### src/rtl/vfc_pkg.sv
package vfc_pkg;
  typedef enum logic {
    FLD_IDLE = 1'b0,
    FLD_OPEN = 1'b1
  } fld_state_e;

  localparam int VFC_DIM_W_DEFAULT = 17;
  localparam int VFC_PIX_W_DEFAULT = 24;
endpackage

### src/rtl/vfc_position.sv
module vfc_position
  import vfc_pkg::*;
#(
  parameter int DIM_W = VFC_DIM_W_DEFAULT
) (
  input  logic             clk,
  input  logic             rst,
  input  logic             beat_valid,
  input  logic             beat_sof,
  input  logic             beat_line_end,
  input  logic             beat_eof,
  input  logic [DIM_W-1:0] cfg_width,
  input  logic [DIM_W-1:0] cfg_height,
  output logic             accept,
  output logic [DIM_W-1:0] pix_idx,
  output logic [DIM_W-1:0] line_idx,
  output logic [DIM_W-1:0] width_eff,
  output logic [DIM_W-1:0] height_eff
);
  fld_state_e       state_q;
  logic [DIM_W-1:0] pix_q, line_q, width_q, height_q;
  logic [DIM_W-1:0] pix_inc, line_inc;

  // a field start always opens a field; other beats need an open field
  assign accept     = beat_valid && (beat_sof || (state_q == FLD_OPEN));
  assign pix_idx    = beat_sof ? '0 : pix_q;
  assign line_idx   = beat_sof ? '0 : line_q;
  assign width_eff  = beat_sof ? cfg_width  : width_q;
  assign height_eff = beat_sof ? cfg_height : height_q;

  // saturating increments keep counters from wrapping on endless lines
  assign pix_inc  = (&pix_idx)  ? pix_idx  : pix_idx  + 1'b1;
  assign line_inc = (&line_idx) ? line_idx : line_idx + 1'b1;

  always_ff @(posedge clk) begin
    if (rst) begin
      state_q  <= FLD_IDLE;
      pix_q    <= '0;
      line_q   <= '0;
      width_q  <= '0;
      height_q <= '0;
    end else if (accept) begin
      width_q  <= width_eff;
      height_q <= height_eff;
      pix_q    <= beat_line_end ? '0 : pix_inc;
      line_q   <= beat_line_end ? line_inc : line_idx;
      state_q  <= beat_eof ? FLD_IDLE : FLD_OPEN;
    end
  end

  // captured dimensions only move on a field-start beat
  p_dims_held_r2: assert property (@(posedge clk) disable iff (rst)
    !(beat_valid && beat_sof) |=> ($stable(width_q) && $stable(height_q)));
endmodule

### src/rtl/vfc_crop_gate.sv
module vfc_crop_gate #(
  parameter int PIX_W = 24,
  parameter int DIM_W = 17
) (
  input  logic             clk,
  input  logic             rst,
  input  logic             accept,
  input  logic [PIX_W-1:0] beat_data,
  input  logic             beat_sof,
  input  logic             beat_line_end,
  input  logic [DIM_W-1:0] pix_idx,
  input  logic [DIM_W-1:0] line_idx,
  input  logic [DIM_W-1:0] width_eff,
  input  logic [DIM_W-1:0] height_eff,
  output logic             out_valid,
  output logic [PIX_W-1:0] out_data,
  output logic             out_sof,
  output logic             out_eol
);
  logic             keep;
  logic             last_kept;
  logic [DIM_W-1:0] width_last;

  assign width_last = width_eff - 1'b1;
  assign keep       = accept && (pix_idx < width_eff) && (line_idx < height_eff);
  assign last_kept  = beat_line_end || (pix_idx == width_last);

  // payload register carries no reset so it can map to plain fabric flops
  always_ff @(posedge clk) begin
    if (keep) out_data <= beat_data;
  end

  always_ff @(posedge clk) begin
    if (rst) begin
      out_valid <= 1'b0;
      out_sof   <= 1'b0;
      out_eol   <= 1'b0;
    end else begin
      out_valid <= keep;
      out_sof   <= keep && beat_sof;
      out_eol   <= keep && last_kept;
    end
  end

  // start marker only rides on a real beat
  p_sof_on_beat_r11: assert property (@(posedge clk) disable iff (rst)
    out_sof |-> out_valid);
  // line-end marker only rides on a real beat
  p_eol_on_beat_r5: assert property (@(posedge clk) disable iff (rst)
    out_eol |-> out_valid);
endmodule

### src/rtl/vfc_field_stats.sv
module vfc_field_stats #(
  parameter int DIM_W = 17
) (
  input  logic             clk,
  input  logic             rst,
  input  logic             accept,
  input  logic             beat_sof,
  input  logic             beat_line_end,
  input  logic             beat_eof,
  input  logic             beat_broken,
  input  logic [DIM_W-1:0] pix_idx,
  input  logic [DIM_W-1:0] line_idx,
  input  logic [DIM_W-1:0] height_eff,
  input  logic [DIM_W-1:0] line_thresh,
  output logic             line_pulse,
  output logic             done_valid,
  output logic [DIM_W-1:0] done_width,
  output logic [DIM_W-1:0] done_height,
  output logic             done_broken
);
  logic [DIM_W-1:0] longest_q, longest_base, longest_nxt;
  logic [DIM_W-1:0] line_len, lines_rx;
  logic             hit_thresh;

  assign line_len     = (&pix_idx)  ? pix_idx  : pix_idx  + 1'b1;
  assign lines_rx     = (&line_idx) ? line_idx : line_idx + 1'b1;
  assign longest_base = beat_sof ? '0 : longest_q;
  assign longest_nxt  = (beat_line_end && (line_len > longest_base)) ? line_len : longest_base;
  assign hit_thresh   = (line_idx == line_thresh) && (line_idx < height_eff);

  always_ff @(posedge clk) begin
    if (rst) begin
      longest_q   <= '0;
      line_pulse  <= 1'b0;
      done_valid  <= 1'b0;
      done_width  <= '0;
      done_height <= '0;
      done_broken <= 1'b0;
    end else begin
      line_pulse <= accept && beat_line_end && hit_thresh;
      done_valid <= accept && beat_eof;
      if (accept) longest_q <= longest_nxt;
      if (accept && beat_eof) begin
        done_width  <= longest_nxt;
        done_height <= lines_rx;
        done_broken <= beat_broken || (lines_rx != height_eff);
      end
    end
  end

  // a report only follows an accepted field-end beat
  p_report_after_eof_r9: assert property (@(posedge clk) disable iff (rst)
    done_valid |-> $past(accept && beat_eof));
  // a pulse only follows an accepted line-ending beat
  p_pulse_after_line_r8: assert property (@(posedge clk) disable iff (rst)
    line_pulse |-> $past(accept && beat_line_end));
endmodule

### src/rtl/vfc_field_cropper.sv
module vfc_field_cropper
  import vfc_pkg::*;
#(
  parameter int PIX_W = VFC_PIX_W_DEFAULT,
  parameter int DIM_W = VFC_DIM_W_DEFAULT
) (
  input  logic             clk,
  input  logic             rst,
  input  logic             in_valid,
  input  logic [PIX_W-1:0] in_data,
  input  logic             in_sof,
  input  logic             in_eol,
  input  logic             in_eof,
  input  logic             in_broken,
  input  logic [DIM_W-1:0] cfg_width,
  input  logic [DIM_W-1:0] cfg_height,
  input  logic [DIM_W-1:0] cfg_line_irq,
  output logic             out_valid,
  output logic [PIX_W-1:0] out_data,
  output logic             out_sof,
  output logic             out_eol,
  output logic             line_pulse,
  output logic             done_valid,
  output logic [DIM_W-1:0] done_width,
  output logic [DIM_W-1:0] done_height,
  output logic             done_broken
);
  logic             accept;
  logic             line_end;
  logic [DIM_W-1:0] pix_idx, line_idx, width_eff, height_eff;

  // a field end closes the open line even without a line marker
  assign line_end = in_eol || in_eof;

  vfc_position #(.DIM_W(DIM_W)) u_pos (
    .clk          (clk),
    .rst          (rst),
    .beat_valid   (in_valid),
    .beat_sof     (in_sof),
    .beat_line_end(line_end),
    .beat_eof     (in_eof),
    .cfg_width    (cfg_width),
    .cfg_height   (cfg_height),
    .accept       (accept),
    .pix_idx      (pix_idx),
    .line_idx     (line_idx),
    .width_eff    (width_eff),
    .height_eff   (height_eff)
  );

  vfc_crop_gate #(.PIX_W(PIX_W), .DIM_W(DIM_W)) u_gate (
    .clk          (clk),
    .rst          (rst),
    .accept       (accept),
    .beat_data    (in_data),
    .beat_sof     (in_sof),
    .beat_line_end(line_end),
    .pix_idx      (pix_idx),
    .line_idx     (line_idx),
    .width_eff    (width_eff),
    .height_eff   (height_eff),
    .out_valid    (out_valid),
    .out_data     (out_data),
    .out_sof      (out_sof),
    .out_eol      (out_eol)
  );

  vfc_field_stats #(.DIM_W(DIM_W)) u_stats (
    .clk          (clk),
    .rst          (rst),
    .accept       (accept),
    .beat_sof     (in_sof),
    .beat_line_end(line_end),
    .beat_eof     (in_eof),
    .beat_broken  (in_broken),
    .pix_idx      (pix_idx),
    .line_idx     (line_idx),
    .height_eff   (height_eff),
    .line_thresh  (cfg_line_irq),
    .line_pulse   (line_pulse),
    .done_valid   (done_valid),
    .done_width   (done_width),
    .done_height  (done_height),
    .done_broken  (done_broken)
  );

  // every forwarded beat stems from an input beat one cycle earlier
  p_out_from_beat_r10: assert property (@(posedge clk) disable iff (rst)
    out_valid |-> $past(in_valid));
  // nothing forwarded from a line at or past the captured height
  p_no_row_past_height_r4: assert property (@(posedge clk) disable iff (rst)
    out_valid |-> ($past(line_idx) < $past(height_eff)));
endmodule

### config.mk
export PLATFORM = sky130hd
export DESIGN_NAME = vfc_field_cropper
export DESIGN_NICKNAME = d
export VERILOG_FILES = /design/src/rtl/vfc_pkg.sv /design/src/rtl/vfc_position.sv /design/src/rtl/vfc_crop_gate.sv /design/src/rtl/vfc_field_stats.sv /design/src/rtl/vfc_field_cropper.sv
export SDC_FILE = /design/constraint.sdc
export NUM_CORES = 1
export LEC_CHECK = 0
export CORE_ASPECT_RATIO = 1.5
export CORE_MARGIN = 5
export CORE_UTILIZATION = 57
export CTS_BUF_LIST = sky130_fd_sc_hd__clkbuf_4
export DETAILED_ROUTE_END_ITERATION = 6
export GPL_TIMING_DRIVEN = 0
export PLACE_DENSITY = 0.92
export RECOVER_POWER = 25
export SLEW_MARGIN = 20
export SYNTH_ARGS = -nofsm -noshare
export SYNTH_HDL_FRONTEND = slang
export SYNTH_HIERARCHICAL = 1
export SYNTH_SLANG_ARGS = --single-unit
### constraint.sdc
create_clock -name clk -period 6.82 [get_ports clk]
set_input_delay 1.364 -clock clk [delete_from_list [all_inputs] [get_ports clk]]
set_output_delay 1.364 -clock clk [all_outputs]
set_load 0.03 [all_outputs]
Yosys cells after proc, flatten, opt, wreduce, memory -nomap -nowiden
Index checks and enable logic that the tools add are counted.

storage, ports and cells
  bits in registers = 150
  bits of input ports = 82
  output and inout bits = 64
  word-level logic and storage cells = 51

cells by class
  add/subtract/negate cells = 3
  $lt $le $gt $ge = 3
  equality and inequality tests = 3
  multiplexer cells = 11
  reduce and logical (&&, ||, !) cells = 16

operators by type and width
  kind                                                number
  two-way mux 17 bit                                  10
  adder 17 x 1 -> 17 bit, second input constant       2
  == test 17 bit                                      2
  < comparator 17 bit                                 2
  AND reduction 17 bit                                2
  greater-than comparator 17 bit                      1
  inequality test 17 bit                              1
  subtractor 17 x 1 -> 17 bit, second input constant  1
  logical AND 1 bit                                   10
  logical OR 1 bit                                    4
  two-way mux 1 bit                                   1

Logic depth before layout (Yosys ltp)
  word-level depth = 6
  depth in mapped cells = 21
  gate-level depth less buffers = 17

Cells and area by module
The synthesis kept the hierarchy.

by module, submodules not included
  module             instances  cells each  area an instance (um^2)  sequential area each (um^2)
  vfc_field_stats    1          521         4,159.0                  1,081.0
  vfc_position       1          463         3,708.6                  1,381.3
  vfc_crop_gate      1          235         2,265.9                  780.7
  vfc_field_cropper  1          1           6.3                      0.0

Least setup slack after synthesis
OpenSTA, ideal clock, no wires.

  path type = input-to-reg
  start point = input port in_sof
  end point = register u_stats.done_width[15]
  setup time = 0.091 ns
  arrival = 5.542 ns
  data required time = 6.729 ns
  slack = 1.187 ns
  stages on the path = 21
  buffers on the path = 5
  cell sequence = buf_2 > buf_2 > clkbuf_1 > clkbuf_1 > nor2b_1 > and3_1 > nand4_1 > o21ai_0 > nor2_1 > nand3_1 > xnor2_1 > ha_1 > a21o_1 > a21o_1 > a21oi_1 > o211ai_1 > o2111a_1 > buf_2 > nor2_1 > nand2_1 > a311oi_1

on the way
  longest elaborated chain between the ends = 6
  elaborated cells between the ends (all ways) = 11
  those cells by class = add/sub (1); order compare (1); mux (4); reduce/logical (5)

ends and longest elaborated chain
  what                                                                   line                     RTL
  start, declared                                                        vfc_field_cropper.sv:11  input logic in_sof,
  two-way mux 17 bit (*)                                                 vfc_position.sv:26       assign pix_idx = beat_sof ? '0 : pix_q;
  via pix_idx[4]                                                         vfc_field_cropper.sv:30  logic [DIM_W-1:0] pix_idx, line_idx, width_eff, height_eff;
  adder 17 x 1 -> 17 bit / AND reduction 17 bit (equally long branches)  vfc_field_stats.sv:25    assign line_len = (&pix_idx) ? pix_idx : pix_idx + 1'b1;
  two-way mux 17 bit (*)                                                 vfc_field_stats.sv:25
  greater-than comparator 17 bit                                         vfc_field_stats.sv:28    assign longest_nxt = (beat_line_end && (line_len > longest_base)) ? line_len : longest_base;
  logical AND 1 bit                                                      vfc_field_stats.sv:28
  two-way mux 17 bit (*)                                                 vfc_field_stats.sv:28
  end signal, assigned                                                   vfc_field_stats.sv:44    done_width <= longest_nxt;
  end, declared                                                          vfc_field_stats.sv:17    output logic [DIM_W-1:0] done_width,

Mark *: on every way through the listed nets, which the timed path passes. The rest lies on a longest branch.
A chain may end at the register's enable or synchronous reset.

Worst setup path after layout
  start point = input port in_sof
  end point = register u_stats.done_width[2]

Same word-level chain as after synthesis.

==> flow_metrics.py <==
metrics = {
    "synthesis": {
        "synth_cell_types": 91,
        "netlist_instances": 1220,
        "yosys.area_share.simple_pct": 27.1,
        "yosysSeqAreaShare_pct": 32.0,
        "synth_top_area_cell": "dfxtp_1",
        "async_reset_ff_share_pct": 0,
        "synth_top_family_by_area": "simple AND/OR/NAND/NOR gates",
        "syn_area_per_cell_um2": 8.31,
        "ys_warn_count": 6,
        "synthFlopType": "dfxtp_1",
        "synth_nets": 1372,
        "synth_area_leaders": "dfxtp_1 25%, ha_1 8.6%, edfxtp_1 7.1%",
        "synth_xor_area_share_pct": 6.48,
        "synth_edf_count": 24,
        "syn_area_um2": 10100,
        "ys_ff_latch": 150,
        "synth_mux_area_share_pct": 4.71,
        "synth_adder_area_share_pct": 8.64,
        "yosys.area.top_type_share_pct": 24.9,
        "synth_compound_area_share_pct": 15.7,
    },
    "finish": {
        "final_layout_size_suffix_gt1_share_pct": 9.30,
        "final_cells": 1612,
        "nFillCells": 1354,
        "fin_nets": 1537,
        "regArea_um2": 3240,
        "multi_input_area_um2": 6400,
        "area_growth_pct": 21.0,
    },
    "floorplan": {
        "io_pins": 146,
        "die_h_um": 173,
        "row_count": 59,
        "die_w_um": 119,
        "start_util_pct": 58.2,
        "die_area_um2": 20600,
        "coreArea_um2": 17400,
    },
    "routing": {
        "drt_iter0_drc": 924,
        "vias_per_cell": 6.46,
        "dr.pass1.iters": 6,
        "via_count": 10400,
        "drcViolationCount": 0,
        "drtAntennaViolNets": 0,
        "wl_per_cell_um": 20.5,
        "drt_wl_total_um": 33100,
    },
    "setup_path": {
        "crit_fanout": 10,
        "worstSetupEndpointType": "register",
        "cp_cell_sequence": "clkbuf_1 > buf_2 > buf_2 > buf_2 > buf_2 > nor2b_2 > and3_1 > nand4_1 > o21ai_2 > nor2_1 > nand3_1 > xnor2_2 > ha_1 > a21o_1 > a21o_1 > a21oi_1 > o211ai_1 > o2111a_1 > buf_2 > buf_1 > a221oi_1 > nor3_1",
        "path_common_cell": "buf_2",
        "slowest_delay_ns": 0.53,
        "path_buf_inv": 7,
        "cp_top_family": "buffers and inverters",
        "reg2reg_slack_ns": 1.72,
        "cp_data_required_time_ns": 7.26,
        "startpoint_type": "input pin",
        "slowest_stage": "a221oi_1",
        "critPathKind": "in2reg",
        "cp.arrival_ns": 6.83,
    },
    "timing": {
        "post-route-min-period_ns": 6.38,
        "setup-violations-final": 0,
        "min_period_over_period_pct": 93.6,
        "worst_slew_pin_slew_ns": 0.974,
        "fmax_mhz": 157,
        "postLayoutSetupSlackWorst_ns": 0.438,
        "rsz0062_at_grt": "no",
        "setup-tns-final_ns": 0,
        "fin_skew_ns": 0.0256,
        "slew_viol_final": 0,
        "timing.slew.headroom_pct": 35.0,
        "hold_viol": 0,
    },
    "power_and_ir_drop": {
        "ir_drop_mv": 0.136,
        "power.density_nw_per_um2": 166,
        "power_leakage_uw": 0.00481,
    },
    "global_route": {
        "antenna_found_initial": 1,
        "grt_max_degree": 17,
        "grt_pass1_wl_um": 52000,
        "grt_pass1_vias": 10300,
        "grt_use_total_pct": 31.5,
        "gr-total-overflow": 0,
    },
    "placed_design": {
        "dp_hpwl_um": 25500,
        "gp_congestion": 0.986,
        "place_ws_ns": -1.00,
        "io_buffers": 145,
        "dp_cells": 1579,
    },
    "cts": {
        "cts-hold-fix-buffers": 0,
        "cts.clk_slew.worst_paths_ns": 0.12,
        "clk_latency_ns": 0.58,
        "cts_buffers": 17,
        "cts.sinks": 150,
        "post_cts_buffers": 0,
        "clock_path_buffers": 2,
        "htreeDepth": 4,
        "cts_root_buf": "clkbuf_4",
        "cts_tree": "built",
    },
    "status": {
        "outcome": "finished, final reports clean",
    },
    "min_path": {
        "hold_path.class": "reg2reg",
    },
    "job": {
        "maxCapViolCount": 0,
    },
}
==> path summary, 6_finish.rpt <==
kind	endpoint	cells past startpoint	start
worst max-delay path	u_stats/done_width[2]	22	in_sof
worst min-delay path	u_stats/done_height[4]	2	u_stats/done_height[4]
worst max register to register	u_stats/done_width[2]	17	u_pos/pix_q[5]
worst min register to register	u_stats/done_height[4]	2	u_stats/done_height[4]
==> through the flow <==
step	total power [uW]	util (%)	instance area [um^2]	hold slack (ns)
2_1_floorplan	1220	-	10100	0.432
3_3_place_gp	1360	68.1	11900	0.440
3_5_place_dp	1380	68.2	11900	0.454
4_1_cts	2040	70.2	12200	0.471
5_1_grt	2110	70.4	12300	0.502
6_report	2030	70.4	12300	0.469
==> sequential cells by signal (all words and copies together) (netlist names) <==
register,cells
u_pos/width_q,17
u_gate/out_valid,1
u_gate/out_sof,1
u_pos/pix_q,17
u_stats/done_broken,1
u_gate/out_eol,1
u_stats/done_height,17
u_pos/height_q,17
u_gate/out_data,24
u_pos/state_q,1
u_pos/line_q,17
u_stats/line_pulse,1
u_stats/longest_q,17
u_stats/done_valid,1
u_stats/done_width,17
==> cell type report <==
type | instances | area share [%]
flip-flops and latches | 150 | 26.4
well taps | 213 | 2.17
repair buffers | 146 | 11.9
clock inverters | 13 | 1.66
inverters | 70 | 2.14
multi-input cells | 938 | 52.2
diodes | 1 | 0.0204
plain buffers | 62 | 2.32
clock buffers | 19 | 1.16
==> synthesized netlist by cell type (9+ instances only) <==
master	count
and3_1	13
mux2_2	37
nor4_1	11
o21ai_0	25
nor3_1	61
a211oi_1	17
a22oi_1	15
clkbuf_1	39
o211ai_1	15
nor2b_1	32
dfxtp_1	126
buf_2	14
nand3_1	36
a21oi_1	42
and4_1	10
inv_1	69
nand2b_1	23
edfxtp_1	24
xnor2_1	52
xor2_1	23
nand2_1	62
and2_1	13
nor2_1	175
o21ai_1	9
nand4_1	32
ha_1	70
a21o_1	25
==> power breakdown <==
part | switching [uW] | internal (uW) | total [uW]
registers | 15.6 | 933 | 948
logic | 250 | 168 | 418
clock network | 332 | 336 | 668
==> repair_timing <==
| item | 4_1_cts | 5_1_grt |
|---|---|---|
| setup endpoints to repair | 29 | 29 |
| pin swaps | 0 | 0 |
| resized for setup | 4 | 14 |
| cloned | 0 | 0 |
| endpoints found under the hold margin | 0 | 0 |
==> worst register-to-register path: cells and delay by family (launching register included) <==
kind,cells,cell delay [ns]
AND/OR/NAND/NOR,7,1.96
adder cells (fa/ha/maj),1,0.30
flip-flops,1,0.44
XOR/XNOR,1,0.30
AO/OA/AOI/OAI,6,1.53
buffers and inverters,2,0.45
==> cell families after synthesis <==
kind of cell	Yosys count
AO/OA/AOI/OAI	226
AND/OR/NAND/NOR	524
buffers and inverters	132
multiplexers	43
flip-flops	150
XOR/XNOR	75
adder cells (fa/ha/maj)	70
==> per-layer routing <==
| layer | GRT usage [%] | routed length [um] |
|---|---|---|
| met1 | 32.5 | 11200 |
| met2 | 55.6 | 16400 |
| met3 | 5.84 | 2870 |
| met4 | 24.1 | 2650 |
| met5 | 0 | 0 |
==> layout by cell type (no fill, tap or decap), types with 10 or more instances in the layout <==
| cell type | instances |
|---|---|
| nor2_1 | 171 |
| dfxtp_1 | 126 |
| clkdlybuf4s50_1 | 100 |
| ha_1 | 70 |
| inv_1 | 69 |
| nand2_1 | 62 |
| nor3_1 | 61 |
| xnor2_1 | 50 |
| dlygate4sd3_1 | 44 |
| a21oi_1 | 42 |
| clkbuf_1 | 38 |
| nand3_1 | 36 |
| mux2_2 | 35 |
| nand4_1 | 32 |
| nor2b_1 | 28 |
| a21o_1 | 25 |
| o21ai_0 | 25 |
| edfxtp_1 | 24 |
| nand2b_1 | 23 |
| xor2_1 | 23 |
| clkbuf_4 | 19 |
| a211oi_1 | 17 |
| o211ai_1 | 15 |
| a22oi_1 | 15 |
| buf_2 | 14 |
| and2_1 | 13 |
| and3_1 | 13 |
| and4_1 | 10 |
| nor4_1 | 10 |
(Power assumes the default switching activity.)
